File: src/rtl/mdio_ap_pkg.sv
package mdio_ap_pkg;

  typedef enum logic [1:0] {
    SQ_IDLE,
    SQ_S0,
    SQ_S1
  } seq_t;

  typedef enum logic [1:0] {
    F_IDLE,
    F_ARM,
    F_RUN
  } frm_t;

  typedef struct packed {
    logic [4:0] phy;
    logic [4:0] regn;
    logic       no_pre;
  } rd_req_t;

endpackage

File: src/rtl/mdc_gen.sv
module mdc_gen #(
  parameter int CLK_DIV = 4
) (
  input  logic clk,
  input  logic rst_n,
  output logic mdc,
  output logic rise_stb,
  output logic fall_stb
);
  localparam int CW = (CLK_DIV > 1) ? $clog2(CLK_DIV) : 1;
  localparam logic [CW-1:0] LIM = CW'(CLK_DIV - 1);

  logic [CW-1:0] cnt;
  logic          wrap;

  assign wrap     = (cnt == LIM);
  assign rise_stb = wrap & ~mdc;
  assign fall_stb = wrap & mdc;

  always_ff @(posedge clk or negedge rst_n) begin
    if (!rst_n) begin
      cnt <= '0;
      mdc <= 1'b0;
    end else if (wrap) begin
      cnt <= '0;
      mdc <= ~mdc;
    end else begin
      cnt <= cnt + 1'b1;
    end
  end

  assert_rise_high_R6: assert property (@(posedge clk) disable iff (!rst_n)
    rise_stb |=> mdc);
  assert_fall_low_R6: assert property (@(posedge clk) disable iff (!rst_n)
    fall_stb |=> !mdc);

endmodule

File: src/rtl/mdio_rd_frame.sv
module mdio_rd_frame
  import mdio_ap_pkg::*;
#(
  parameter int ADDR_W   = 5,
  parameter int DATA_W   = 16,
  parameter int PRE_BITS = 32
) (
  input  logic              clk,
  input  logic              rst_n,
  input  logic              start,
  input  rd_req_t           req,
  input  logic              fall_stb,
  input  logic              rise_stb,
  input  logic              mdio_i,
  output logic              mdio_o,
  output logic              mdio_oe,
  output logic              done,
  output logic [DATA_W-1:0] rdata
);
  localparam int HDR_W   = 4 + 2 * ADDR_W;
  localparam int FRAME   = PRE_BITS + HDR_W + 2 + DATA_W;
  localparam int PW      = $clog2(FRAME + 1);
  localparam logic [PW-1:0] P_HDR  = PW'(PRE_BITS);
  localparam logic [PW-1:0] P_TA   = PW'(PRE_BITS + HDR_W);
  localparam logic [PW-1:0] P_DAT  = PW'(PRE_BITS + HDR_W + 2);
  localparam logic [PW-1:0] P_LAST = PW'(FRAME - 1);

  frm_t              st;
  logic [PW-1:0]     nxt, cur;
  logic [HDR_W-1:0]  hdr_sh;
  logic [DATA_W-1:0] shreg;

  always_ff @(posedge clk or negedge rst_n) begin
    if (!rst_n) begin
      st      <= F_IDLE;
      nxt     <= '0;
      cur     <= '0;
      hdr_sh  <= '0;
      shreg   <= '0;
      rdata   <= '0;
      done    <= 1'b0;
      mdio_o  <= 1'b1;
      mdio_oe <= 1'b0;
    end else begin
      done <= 1'b0;
      case (st)
        F_IDLE: begin
          if (start) begin
            hdr_sh <= {2'b01, 2'b10, req.phy, req.regn};
            nxt    <= req.no_pre ? P_HDR : '0;
            st     <= F_ARM;
          end
        end
        default: begin
          if (fall_stb) begin
            cur <= nxt;
            nxt <= nxt + 1'b1;
            st  <= F_RUN;
            if (nxt < P_HDR) begin
              mdio_o  <= 1'b1;
              mdio_oe <= 1'b1;
            end else if (nxt < P_TA) begin
              mdio_o  <= hdr_sh[HDR_W-1];
              mdio_oe <= 1'b1;
              hdr_sh  <= hdr_sh << 1;
            end else begin
              mdio_o  <= 1'b1;
              mdio_oe <= 1'b0;
            end
          end else if (rise_stb && st == F_RUN && cur >= P_DAT) begin
            shreg <= {shreg[DATA_W-2:0], mdio_i};
            if (cur == P_LAST) begin
              rdata <= {shreg[DATA_W-2:0], mdio_i};
              done  <= 1'b1;
              st    <= F_IDLE;
            end
          end
        end
      endcase
    end
  end

  assert_drive_on_fall_R6: assert property (@(posedge clk) disable iff (!rst_n)
    !fall_stb |=> $stable(mdio_o) && $stable(mdio_oe));
  assert_released_late_R5: assert property (@(posedge clk) disable iff (!rst_n)
    (rise_stb && st == F_RUN && cur >= P_TA) |-> !mdio_oe);

endmodule

File: src/rtl/ap_slot.sv
module ap_slot #(
  parameter int DATA_W = 16
) (
  input  logic              clk,
  input  logic              rst_n,
  input  logic              en,
  input  logic              upd,
  input  logic [DATA_W-1:0] rdata,
  input  logic              clr,
  output logic [DATA_W-1:0] data,
  output logic              irq
);
  logic primed;

  always_ff @(posedge clk or negedge rst_n) begin
    if (!rst_n) begin
      data   <= '0;
      primed <= 1'b0;
      irq    <= 1'b0;
    end else begin
      if (!en) begin
        primed <= 1'b0;
      end else if (upd) begin
        data   <= rdata;
        primed <= 1'b1;
      end
      if (en && upd && primed && rdata != data) irq <= 1'b1;
      else if (clr) irq <= 1'b0;
    end
  end

  assert_first_quiet_R7: assert property (@(posedge clk) disable iff (!rst_n)
    (en && upd && !primed && !irq) |=> !irq);
  assert_sticky_R8: assert property (@(posedge clk) disable iff (!rst_n)
    (irq && !clr) |=> irq);
  assert_clear_R8: assert property (@(posedge clk) disable iff (!rst_n)
    (irq && clr && !upd) |=> !irq);
  assert_ref_load_R10: assert property (@(posedge clk) disable iff (!rst_n)
    (en && upd) |=> data == $past(rdata));

endmodule

File: src/rtl/mdio_autopoll.sv
module mdio_autopoll
  import mdio_ap_pkg::*;
#(
  parameter int CLK_DIV  = 4,
  parameter int ADDR_W   = 5,
  parameter int DATA_W   = 16,
  parameter int PRE_BITS = 32
) (
  input  logic              clk,
  input  logic              rst_n,
  input  logic              poll_tick,
  input  logic              ap_global_en,
  input  logic              slot1_en,
  input  logic [4:0]        dflt_phy_addr,
  input  logic [4:0]        s1_phy_addr,
  input  logic [4:0]        s1_reg_addr,
  input  logic              s1_pre_sup,
  input  logic              s1_use_dflt,
  input  logic              dflt_no_pre_ok,
  input  logic [1:0]        irq_clr,
  input  logic              mdio_i,
  output logic              mdc,
  output logic              mdio_o,
  output logic              mdio_oe,
  output logic [1:0]        irq,
  output logic [DATA_W-1:0] s0_data,
  output logic [DATA_W-1:0] s1_data,
  output logic              busy
);
  localparam int NSLOT = 2;
  localparam logic [4:0] STATUS_REG = 5'd1;

  logic              rise_stb, fall_stb;
  logic              f_start, f_done;
  logic [DATA_W-1:0] f_rdata;
  rd_req_t           req_q, req0, req1;
  seq_t              sq_q;
  logic              s1_act;
  logic [NSLOT-1:0]  slot_en, slot_upd;
  logic [DATA_W-1:0] slot_data [NSLOT];

  assign s1_act = slot1_en & ap_global_en;
  assign busy   = (sq_q != SQ_IDLE);

  always_comb begin
    req0.phy    = dflt_phy_addr;
    req0.regn   = STATUS_REG;
    req0.no_pre = 1'b0;
    req1.phy    = s1_use_dflt ? dflt_phy_addr : s1_phy_addr;
    req1.regn   = s1_reg_addr;
    req1.no_pre = s1_use_dflt ? dflt_no_pre_ok : s1_pre_sup;
    slot_en     = {s1_act, 1'b1};
    slot_upd    = {f_done && sq_q == SQ_S1, f_done && sq_q == SQ_S0};
  end

  always_ff @(posedge clk or negedge rst_n) begin
    if (!rst_n) begin
      sq_q    <= SQ_IDLE;
      f_start <= 1'b0;
      req_q   <= '0;
    end else begin
      f_start <= 1'b0;
      case (sq_q)
        SQ_IDLE: if (poll_tick) begin
          f_start <= 1'b1;
          req_q   <= req0;
          sq_q    <= SQ_S0;
        end
        SQ_S0: if (f_done) begin
          if (s1_act) begin
            f_start <= 1'b1;
            req_q   <= req1;
            sq_q    <= SQ_S1;
          end else begin
            sq_q <= SQ_IDLE;
          end
        end
        default: if (f_done) sq_q <= SQ_IDLE;
      endcase
    end
  end

  mdc_gen #(.CLK_DIV(CLK_DIV)) u_mdc (
    .clk(clk), .rst_n(rst_n), .mdc(mdc), .rise_stb(rise_stb), .fall_stb(fall_stb)
  );

  mdio_rd_frame #(.ADDR_W(ADDR_W), .DATA_W(DATA_W), .PRE_BITS(PRE_BITS)) u_frame (
    .clk(clk), .rst_n(rst_n), .start(f_start), .req(req_q),
    .fall_stb(fall_stb), .rise_stb(rise_stb), .mdio_i(mdio_i),
    .mdio_o(mdio_o), .mdio_oe(mdio_oe), .done(f_done), .rdata(f_rdata)
  );

  for (genvar g = 0; g < NSLOT; g++) begin : g_slot
    ap_slot #(.DATA_W(DATA_W)) u_slot (
      .clk(clk), .rst_n(rst_n), .en(slot_en[g]), .upd(slot_upd[g]),
      .rdata(f_rdata), .clr(irq_clr[g]), .data(slot_data[g]), .irq(irq[g])
    );
  end

  assign s0_data = slot_data[0];
  assign s1_data = slot_data[1];

  assert_slot0_first_R9: assert property (@(posedge clk) disable iff (!rst_n)
    (sq_q == SQ_IDLE) |=> (sq_q != SQ_S1));
  assert_tick_ignored_R9: assert property (@(posedge clk) disable iff (!rst_n)
    (sq_q == SQ_S1 && !f_done) |=> (sq_q == SQ_S1));
  assert_s1_gated_R2: assert property (@(posedge clk) disable iff (!rst_n)
    (sq_q == SQ_S0 && f_done && !s1_act) |=> !busy);

endmodule

File: config.mk
export PLATFORM = sky130hd
export DESIGN_NAME = mdio_autopoll
export DESIGN_NICKNAME = d
export VERILOG_FILES = /design/src/rtl/mdio_ap_pkg.sv /design/src/rtl/mdc_gen.sv /design/src/rtl/mdio_rd_frame.sv /design/src/rtl/ap_slot.sv /design/src/rtl/mdio_autopoll.sv
export SDC_FILE = /design/constraint.sdc
export NUM_CORES = 1
export LEC_CHECK = 0
export ABC_AREA = 1
export BUFFER_PORTS_ARGS = -buffer_cell sky130_fd_sc_hd__buf_2
export CORE_MARGIN = 5
export CORE_UTILIZATION = 58
export CTS_BUF_LIST = sky130_fd_sc_hd__clkbuf_16
export DETAILED_ROUTE_END_ITERATION = 7
export GPL_TIMING_DRIVEN = 1
export PLACE_DENSITY = 0.87
export SLEW_MARGIN = 15
export SYNTH_ARGS = -nofsm -noshare
export SYNTH_HDL_FRONTEND = slang
export SYNTH_SLANG_ARGS = --single-unit
File: constraint.sdc
create_clock -name clk -period 1.8 [get_ports clk]
set_input_delay 0.18 -clock clk [delete_from_list [all_inputs] [get_ports clk]]
set_output_delay 0.18 -clock clk [all_outputs]
set_load 0.005 [all_outputs]
==> impl_metrics.ini <==
[cells_and_area]
layout-drive-gt1-share_pct = 15.7
antenna_cells_inserted = 0
nNetsFinal = 793
postLayoutCellArea_um2 = 6500
fillcell_total = 664
syn_to_final_growth_pct = 20.3

[yosys]
yosys_warn_count = 0
synth_top_cell_by_area = sky130_fd_sc_hd__dfrtp_1
synth_seq_area_share_pct = 54.2
asyncSetResetFlopFracSynth_pct = 100
primary_flip_flop_cell_chosen_by_synthesis_mapping = sky130_fd_sc_hd__dfrtp_1
synthMostInstantiatedCell = sky130_fd_sc_hd__nand2_1
synth_top_cells_by_count = 257 x sky130_fd_sc_hd__nand2_1, 116 x sky130_fd_sc_hd__dfrtp_1, 85 x sky130_fd_sc_hd__inv_1
synth-seq-cells = 117
synthesis.area_um2 = 5400
synth_top_cell_area_share_pct = 53.7
netlist-cell-type-count = 32
syn_inst = 684
synth_enable_flop_cells = 0
postSynthAreaPerCell_um2 = 7.90
synth.area.top_cells = sky130_fd_sc_hd__dfrtp_1 54%, sky130_fd_sc_hd__nand2_1 18%, sky130_fd_sc_hd__o21ai_0 6.9%
synth.net_count = 712

[critical_path]
timing.critical_path.required_ns = 2.11
path_max_fanout = 17
timing.critical_path.from_type = register
critical_path_class = reg -> reg
cp_data_arrival_time_ns = 1.95
setup.worst_path.end_class = register

[power_and_ir_drop]
power.ir.vdd_worst_mv = 0.650
net_sw_share_pct = 20.3
register_share_of_total_power_pct = 45.1
cell_internal_pwr_mw = 4.66
share_clk_of_total_power_pct = 53.1
power.switching_mw = 1.19
power_frac_comb_pct = 1.8
static-leakage-power_nw = 3.38
power.density_nw_per_um2 = 900

[detailed_routing]
wire_per_inst_um = 14.3
routed_via_density = 5.40
route.antenna.remaining_nets = 0
detail_route.wirelength_um = 12700
num_vias = 4794
drt_drc = 0
detailedRoute.firstIterationViolations = 251
firstDrtPassIters = 7

[grt]
globalRoute.totalOverflow = 0
grt.total_usage_pct = 23.1
grt_first_pass_wirelength_um = 20900
via_count_of_the_first_global_routing_pass = 4585
grt_start_max_net_pins = 42
antenna_found_initial = 0

[timing]
timing.final.crit_share_pct = 90.8
grt_setup_unrepaired = no
fmaxAchievable_mhz = 612
tightestPinTransition_ns = 0.566
setup_viol = 0
final-max-slew-violation-count = 0
hold_viol = 0
period_minus_slack_ns = 1.64
totalNegativeSetupSlack_ns = 0
timing.max_slew.rel_slack_pct = 62.2
timing.clock.skew_ns = 0.00869

[die]
floorplan.die_area_um2 = 11300
core_um2 = 9150
die_w_um = 107
floorplan.initialDensity_pct = 59.0
die_h_um = 107
io_pins = 64
std_cell_rows = 35

[min_path]
type_of_the_most_critical_hold_path = in -> reg

[place]
numPortBuffers = 63
dpl-instance-area_um2 = 5860
globalplace.congestion = 0.930
place_hpwl_um = 8240

[cts]
cts_inserted_buffers = 17
path_clk_slew_ns = 0.05
clk_path_buf_depth = 2
clock_tree_from_tritoncts = yes
clkLatencyLatePin_ns = 0.40
clock-sinks = 117
cts.htree.levels = 4
cts_root_buf = sky130_fd_sc_hd__clkbuf_16

[outcome]
run_status = completed

[flow_run]
cap_violations = 0
what timing repair did:
action                                  in CTS  in global routing
resized for setup                            0                  2
hold buffers                                 5                  0
hold endpoints to repair                    41                  0
buffers inserted                             0                  2
endpoints found under the setup margin       0                 29
area by class of cell:
type | count | area, um2 | share of cell area, %
clock inverter | 14 | 120 | 1.85
tap | 111 | 139 | 2.14
timing repair buffer | 82 | 523 | 8.05
inverter | 87 | 327 | 5.03
multi-input combinational | 460 | 2040 | 31.3
sequential | 117 | 2930 | 45.1
clock buffer | 17 | 425 | 6.55
path summary, 6_finish.rpt:
kind	start	to	slack [ns]	cells past startpoint
worst min-delay path	poll_tick	sq_q[0]$_DFFE_PN0P_	0.009	3
worst max register to register	u_mdc.cnt[0]$_DFF_PN0_	u_frame.rdata[4]$_DFFE_PN0P_	0.16	7
worst max-delay path	u_mdc.cnt[0]$_DFF_PN0_	u_frame.rdata[4]$_DFFE_PN0P_	0.16	7
worst min register to register	g_slot[0].u_slot.primed$_DFFE_PN0N_	g_slot[0].u_slot.primed$_DFFE_PN0N_	0.45	2
min in group asynchronous	rst_n	g_slot[1].u_slot.data[12]$_DFFE_PN0N_	0.34	2
max in group asynchronous	rst_n	u_frame.mdio_o$_DFFE_PN1P_	0.82	3
per-stage QoR:
stage | power, mW | cells | setup slack, ns | utilization [%] | hold WS [ns]
finish | 5.85 | 888 | 0.165 | 71.0 | 0.00944
global route | 6.04 | 888 | 0.0148 | 71.0 | 0.0185
CTS | 5.88 | 885 | 0.0418 | 70.5 | 0.00217
detailed placement | 2.78 | 849 | 0.148 | 64.0 | 0.213
global placement | 2.78 | 849 | 0.265 | 64.0 | 0.202
floorplan | 2.68 | 684 | 0.362 | - | -0.116
layer usage:
layer / wire [um] / track usage (%) / vias to the layer above
met5: 0 / 0 / -
met4: 397 / 9.04 / 0
met3: 739 / 5.83 / 43
met2: 6410 / 39.2 / 192
met1: 5190 / 28.5 / 2262
li1: - / - / 2297
critical path, cell delays in order, from the launching register on:
cell and delay [ns]:
sky130_fd_sc_hd__dfrtp_1 0.36, sky130_fd_sc_hd__ha_1 0.24, sky130_fd_sc_hd__nand2_1 0.13, sky130_fd_sc_hd__nor3_4 0.19
sky130_fd_sc_hd__nand2_4 0.14, sky130_fd_sc_hd__nor2_8 0.27, sky130_fd_sc_hd__nand2_1 0.10, sky130_fd_sc_hd__o21ai_1 0.11
registers in the layout (all words and copies together), names as in the netlist:
register,flops
u_frame.cur,7
u_frame.hdr_sh,14
g_slot.u_slot.data,32
u_frame.shreg,15
f_start,1
g_slot.u_slot.primed,2
req_q,11
u_mdc.cnt,2
u_frame.done,1
u_frame.nxt,7
sq_q,2
u_frame.rdata,16
u_frame.mdio_o,1
u_frame.mdio_oe,1
g_slot.u_slot.irq,2
u_mdc.mdc,1
u_frame.st,2
layout by cell type, fill, tap and decap left out, types with 6 or more instances in the layout:
master                      count
sky130_fd_sc_hd__clkinv_2       6
sky130_fd_sc_hd__o21ai_1       20
sky130_fd_sc_hd__dfrtp_1      116
sky130_fd_sc_hd__nand3_1       26
sky130_fd_sc_hd__inv_1         85
sky130_fd_sc_hd__o21ai_0       74
sky130_fd_sc_hd__nand2_1      257
sky130_fd_sc_hd__buf_4         11
sky130_fd_sc_hd__clkbuf_16     17
sky130_fd_sc_hd__buf_2         62
sky130_fd_sc_hd__nor2_1        47
logic make-up after synthesis:
| logic type | count (synthesis) | synth area share (%) |
|---|---|---|
| compound gates | 107 | 10.1 |
| xor+xnor | 2 | 0.324 |
| fa+ha+maj | 2 | 0.463 |
| buf+inv | 108 | 8.43 |
| flops | 117 | 54.2 |
| simple gates | 348 | 26.4 |
power by group through the flow:
stage	registers, mW	logic (mW)	clock network [mW]
floorplan	2.68	0.00476	0
global placement	2.68	0.0976	0
detailed placement	2.68	0.101	0
CTS	2.63	0.111	3.14
global route	2.63	0.124	3.29
finish	2.63	0.107	3.11
(Power assumes the default switching activity.)
